File: src/rtl/spi_port.sv
module spi_port (
  input  logic        clk,
  input  logic        rst_n,
  input  logic        bus_en,
  input  logic        bus_wr,
  input  logic [1:0]  bus_addr,
  input  logic [15:0] bus_wdata,
  output logic [15:0] bus_rdata,
  output logic        irq,
  output logic        sck_out,
  output logic        sck_oe,
  input  logic        sck_in,
  input  logic        ss_n,
  output logic        mosi_out,
  output logic        mosi_oe,
  input  logic        mosi_in,
  input  logic        miso_in,
  output logic        miso_out,
  output logic        miso_oe
);
  localparam logic [15:0] CTRL_RST = 16'h0400;

  logic [15:0] ctrl, sh, rsh, rxd;
  logic [7:0]  div;
  logic [4:0]  cnt;
  logic [2:0]  s_sck;
  logic [1:0]  s_ss, s_mosi;
  logic        busy, spif, armed;

  wire spie = ctrl[15], spe = ctrl[14], womp = ctrl[13], mstr = ctrl[12];
  wire cpol = ctrl[11], cpha = ctrl[10], lsbf = ctrl[9], size = ctrl[8];
  wire [7:0] baud = ctrl[7:0];

  wire wr_ctrl  = bus_en & bus_wr & (bus_addr == 2'd0);
  wire rd_stat  = bus_en & ~bus_wr & (bus_addr == 2'd1);
  wire acc_data = bus_en & (bus_addr == 2'd2);
  wire wr_data  = acc_data & bus_wr;
  wire abort    = wr_ctrl & spe & (bus_wdata != ctrl);

  wire slv   = spe & ~mstr & ~s_ss[1];
  wire ev_m  = mstr & busy & (div == baud - 8'd1);
  wire ev_s  = slv & (s_sck[2] ^ s_sck[1]);
  wire ev    = ev_m | ev_s;
  wire [4:0] last = size ? 5'd31 : 5'd15;
  wire is_last = (cnt == last);
  wire samp    = (cnt[0] == cpha);
  wire shft    = ~samp & (cnt != 5'd0) & ~is_last;
  wire rx_bit  = mstr ? miso_in : s_mosi[1];

  logic [15:0] rsh_nx, rsh_use, frame;
  always_comb begin
    rsh_nx  = lsbf ? {rx_bit, rsh[15:1]} : {rsh[14:0], rx_bit};
    rsh_use = samp ? rsh_nx : rsh;
    frame   = size ? rsh_use : (lsbf ? {8'h00, rsh_use[15:8]} : {8'h00, rsh_use[7:0]});
  end

  always_ff @(posedge clk or negedge rst_n)
    if (!rst_n) ctrl <= CTRL_RST;
    else if (wr_ctrl) ctrl <= bus_wdata;

  always_ff @(posedge clk or negedge rst_n)
    if (!rst_n) begin
      s_sck <= '0; s_ss <= 2'b11; s_mosi <= '0;
    end else begin
      s_sck <= {s_sck[1:0], sck_in};
      s_ss <= {s_ss[0], ss_n};
      s_mosi <= {s_mosi[0], mosi_in};
    end

  always_ff @(posedge clk or negedge rst_n)
    if (!rst_n) begin
      busy <= 1'b0; cnt <= '0; div <= '0;
    end else if (abort || !spe || (!mstr && !slv)) begin
      busy <= 1'b0; cnt <= '0; div <= '0;
    end else begin
      if (mstr && wr_data && !busy && baud != 8'd0) begin
        busy <= 1'b1; div <= '0;
      end else if (busy) div <= ev ? 8'd0 : div + 8'd1;
      if (ev) begin
        cnt <= is_last ? 5'd0 : cnt + 5'd1;
        if (is_last) busy <= 1'b0;
      end
    end

  always_ff @(posedge clk or negedge rst_n)
    if (!rst_n) begin
      sh <= '0; rsh <= '0; rxd <= '0;
    end else begin
      if (wr_data && !busy && cnt == 5'd0) sh <= bus_wdata;
      else if (ev && shft) sh <= lsbf ? (sh >> 1) : (sh << 1);
      if (ev && samp) rsh <= rsh_nx;
      if (ev && is_last) rxd <= frame;
    end

  always_ff @(posedge clk or negedge rst_n)
    if (!rst_n) begin
      spif <= 1'b0; armed <= 1'b0;
    end else if (ev && is_last) begin
      spif <= 1'b1; armed <= 1'b0;
    end else if (acc_data && armed) begin
      spif <= 1'b0; armed <= 1'b0;
    end else if (rd_stat && spif) armed <= 1'b1;

  wire tx_bit  = lsbf ? sh[0] : (size ? sh[15] : sh[7]);
  wire sck_lvl = cpol ^ cnt[0];
  wire m_drv   = spe & mstr;

  assign sck_out  = sck_lvl & ~womp;
  assign sck_oe   = m_drv & ~(womp & sck_lvl);
  assign mosi_out = tx_bit & ~womp;
  assign mosi_oe  = m_drv & ~(womp & tx_bit);
  assign miso_out = tx_bit & ~womp;
  assign miso_oe  = slv & ~(womp & tx_bit);
  assign irq      = spif & spie;

  always_comb
    case (bus_addr)
      2'd0:    bus_rdata = ctrl;
      2'd1:    bus_rdata = {14'h0, busy | (cnt != 5'd0), spif};
      2'd2:    bus_rdata = rxd;
      default: bus_rdata = 16'h0;
    endcase

  p_off_pins_r2: assert property (@(posedge clk) disable iff (!rst_n)
    !spe |-> !sck_oe && !mosi_oe && !miso_oe);
  p_idle_sck_r3: assert property (@(posedge clk) disable iff (!rst_n)
    (spe && mstr && !busy && !womp) |-> sck_out == cpol);
  p_od_low_r7: assert property (@(posedge clk) disable iff (!rst_n)
    womp |-> !sck_out && !mosi_out && !miso_out);
  p_no_start_r8: assert property (@(posedge clk) disable iff (!rst_n)
    $rose(busy) |-> baud != 8'd0);
  p_flag_end_r9: assert property (@(posedge clk) disable iff (!rst_n)
    $rose(spif) |-> $past(ev));
  p_abort_r11: assert property (@(posedge clk) disable iff (!rst_n)
    abort |=> !busy && cnt == 5'd0);
endmodule

File: config.mk
export PLATFORM = sky130hd
export DESIGN_NAME = spi_port
export DESIGN_NICKNAME = d
export VERILOG_FILES = /design/src/rtl/spi_port.sv
export SDC_FILE = /design/constraint.sdc
export NUM_CORES = 1
export LEC_CHECK = 0
export BUFFER_PORTS_ARGS = -buffer_cell sky130_fd_sc_hd__clkbuf_2
export CORE_MARGIN = 2
export CORE_UTILIZATION = 40
export CTS_BUF_LIST = sky130_fd_sc_hd__clkbuf_16
export DETAILED_ROUTE_END_ITERATION = 7
export MAX_ROUTING_LAYER = met4
export PLACE_DENSITY = 0.61
export SYNTH_ARGS = -nofsm -noshare
export SYNTH_HDL_FRONTEND = slang
export SYNTH_SLANG_ARGS = --single-unit
export TNS_END_PERCENT = 1
File: constraint.sdc
create_clock -name clk -period 8.1 [get_ports clk]
set_input_delay 0 -clock clk [delete_from_list [all_inputs] [get_ports clk]]
set_output_delay 0 -clock clk [all_outputs]
set_load 0.02 [all_outputs]
==> key figures <==
Logic synthesis
  • Synthesized area: 5260 sq um
  • Synth async-reset ratio: 100%
  • Yosys top cell by area: dfrtp_1
  • Synth Instances: 488
  • Synth cell types: 49
  • Top post-synthesis cells by area: dfrtp_1, mux2_2, mux2i_1
  • Share of the synthesized area in the top cell type: 40.0%
  • Ys Warns: 0
  • Post-synth EDFFs: 0
  • Synth Register Bits: 87
  • Mean post-synth cell area: 10.8 sq um
  • Ys flop type: dfrtp_1
  • Register area share after synthesis: 41.5%
  • Mapped Nets: 519

Setup path
  • Worst reg2reg path depth: 7
  • CP Capture Type: register
  • Nature of the critical path startpoint: register
  • WP data arrival: 4.02 ns
  • Worst r2r src: ctrl[2]$_DFFE_PN0P_
  • Flop-to-flop setup slack: 4.30 ns
  • Worst Path Max Fanout: 27
  • Critical R2R Capture: rxd[1]$_DFFE_PN0P_
  • Critical path type: register to register
  • CP required: 8.32 ns

CTS
  • Deepest clock path buffer count: 2
  • Setup repair bufs after CTS: 0
  • Skew-Pair Late Insertion Delay: 0.35 ns
  • PostCTS Resize Cnt: 0
  • Sink Count: 87
  • CTS tree: done
  • Clock slew seen by the registers of the worst setup and hold paths: 0.06 ns
  • Root Buffer Master: clkbuf_16
  • CTS Buf Count: 9
  • Post-CTS Hold Fix Bufs: 20
  • H-tree levels: 3

Place
  • I/O Buffers: 48
  • Dpl hpwl: 9010 um
  • RD Place Congestion: 0.849
  • Post-Place Cells: 678

Global route
  • Initial antenna violation count: 0
  • Vias in the first global route: 3,997
  • Grt total ovfl: 0
  • Global Route Usage Sum: 19.8%
  • First-pass GRT wire length: 21,300 um
  • Pin count of the biggest net entering global routing: 72

Drt
  • Met1 WL: 5990 um
  • Met2 wire length: 5990 um
  • Antenna Nets Post-Route: 0
  • Uppermost routed layer: met4
  • DR vias: 3,895
  • Initial DRC count: 284
  • Met3 routed WL: 685 um
  • Routed WL: 12,900 um
  • DRC Markers: 0
  • Pre-antenna DRT Iters: 4
  • Post-DR wirelength/cell: 18.0 um
  • Vias per cell: 5.46

Timing
  • RSZ-0062 raised after global routing: no
  • Fin crit period: 3.80 ns
  • Final setup fails: 0
  • Worst Tran Pin Value: 1.07 ns
  • Fin. Hold Viols: 0
  • Tcrit/Tclk final: 46.9%
  • Setup TNS: 0 ns
  • Max-slew headroom: 28.5%
  • Post-Route Skew: 0.00960 ns
  • Max Slew Vio Count: 0
  • Max Fclk: 0.263 GHz

Floorplan
  • Core Box Area: 12,700 sq um
  • Row cnt: 41
  • Die height: 119 um
  • Die area: 14,100 sq um
  • Die X-Extent: 119 um
  • Initial core utilization: 41.3%
  • # IOs: 49

Finish
  • NumNets Final: 568
  • Layout cells sized above 1: 24.5%
  • Leading cell type in the layout, fill and taps excluded: dfrtp_1
  • Layout area overhead: 15.7%
  • Fillers: 1,225
  • Most frequent cells in the layout: dfrtp_1, mux2_2, clkbuf_2
  • N_diodes: 0
  • Multi-input gate area: 2830 sq um
  • Flip-flop and latch area: 2180 sq um
  • Final non-filler cell total: 714

Power and ir drop
  • Pwr dens: 211 nW/um^2
  • Sequential power share: 43.3%
  • VDD IR max: 120 uV
  • Leak: 0.00282 uW
  • P_int: 876 uW
  • Combinational share of power: 25.4%
  • Clock Power Share: 31.3%
  • Switching Share: 31.9%
  • Sw power: 410 uW

Flow run
  • Max Cap Viol: 0

Hold path
  • Hold Path Class: primary input to asynchronous set/reset pin

Run status
  • Status: complete, no violations
[power by group through the flow]
stage               Clock [uW]  Combinational (uW)  Sequential (uW)
CTS                        414                 329              556
global placement             0                 314              561
finish                     403                 326              557
detailed placement           0                 319              564
floorplan                    0                 269              519
global route               438                 359              566
[worst max path at each step]
| stage | start | end | slack, ns | cells past startpoint |
|---|---|---|---|---|
| 2_1_floorplan | ctrl[2]$_DFFE_PN0P_ | rsh[10]$_DFFE_PN0P_ | 5.47 | 8 |
| 3_3_place_gp | ctrl[2]$_DFFE_PN0P_ | rxd[8]$_DFFE_PN0P_ | 4.44 | 7 |
| 3_5_place_dp | ctrl[2]$_DFFE_PN0P_ | rxd[4]$_DFFE_PN0P_ | 4.36 | 7 |
| 4_1_cts | ctrl[2]$_DFFE_PN0P_ | rxd[1]$_DFFE_PN0P_ | 4.34 | 7 |
| 5_1_grt | ctrl[2]$_DFFE_PN0P_ | rxd[1]$_DFFE_PN0P_ | 3.93 | 7 |
| 6_report | ctrl[2]$_DFFE_PN0P_ | rxd[1]$_DFFE_PN0P_ | 4.30 | 7 |
[cells in the mapped netlist (all sizes together) (3+ instances only)]
master / count
a21oi: 10
a221o: 16
a31oi: 9
and3: 7
buf: 14
clkbuf: 23
dfrtp: 84
dfstp: 3
ha: 5
inv: 21
mux2: 51
mux2i: 46
mux4: 7
nand2: 23
nand3: 11
nand3b: 5
nand4b: 5
nor2: 25
nor2b: 27
nor3: 4
nor4: 6
nor4b: 17
o211ai: 6
o21ai: 9
or3: 4
xnor2: 10
xor2: 20
[worst max-delay path, cell delays in order, from the launching register on]
cell and delay (ns):
dfrtp_1 0.47, nor4_1 0.59, and3_1 0.25, nor4_1 0.06
a31oi_2 0.58, buf_4 0.42, nand2b_1 0.87, mux2_2 0.42
[flip-flops by register name (all words and copies together) (netlist names)]
name / count
ctrl: 16
rsh: 16
rxd: 16
sh: 16
div: 8
cnt: 5
s_sck: 3
s_mosi: 2
s_ss: 2
armed: 1
busy: 1
spif: 1
[logic make-up after synthesis]
logic type | synth area share [%]
compound gates | 8.66
xor+xnor | 5.00
fa+ha+maj | 1.19
buf+inv | 4.83
flops | 41.5
mux | 22.7
simple gates | 16.2
[final cells by class]
type                            instances  area share (%)
Clock inverter                          7           0.946
Sequential cell                        87            35.8
Multi-Input combinational cell        343            46.5
Inverter                               21            1.30
Clock buffer                            9            3.70
Timing Repair Buffer                   75            8.14
Tap cell                              172            3.54
[metal layers]
layer | track usage, % | vias to the layer above
met5 | - | -
met4 | 5.95 | 0
met3 | 5.94 | 16
met2 | 29.5 | 88
met1 | 26.1 | 1939
li1 | - | 1852
[per-stage QoR]
stage	instance area [sq um]	util, %	total power [uW]	setup WS (ns)	hold WS, ns
after detailed placement	5600	44.0	883	4.36	-0.121
final	6080	47.8	1290	4.30	0.0601
after CTS	6080	47.8	1300	4.34	0.0537
after global placement	5600	44.0	875	4.44	-0.124
after global routing	6080	47.8	1360	3.93	0.0690
after floorplan	5260	-	788	5.47	-0.296
Note: power is estimated with default switching activity, not from simulation.
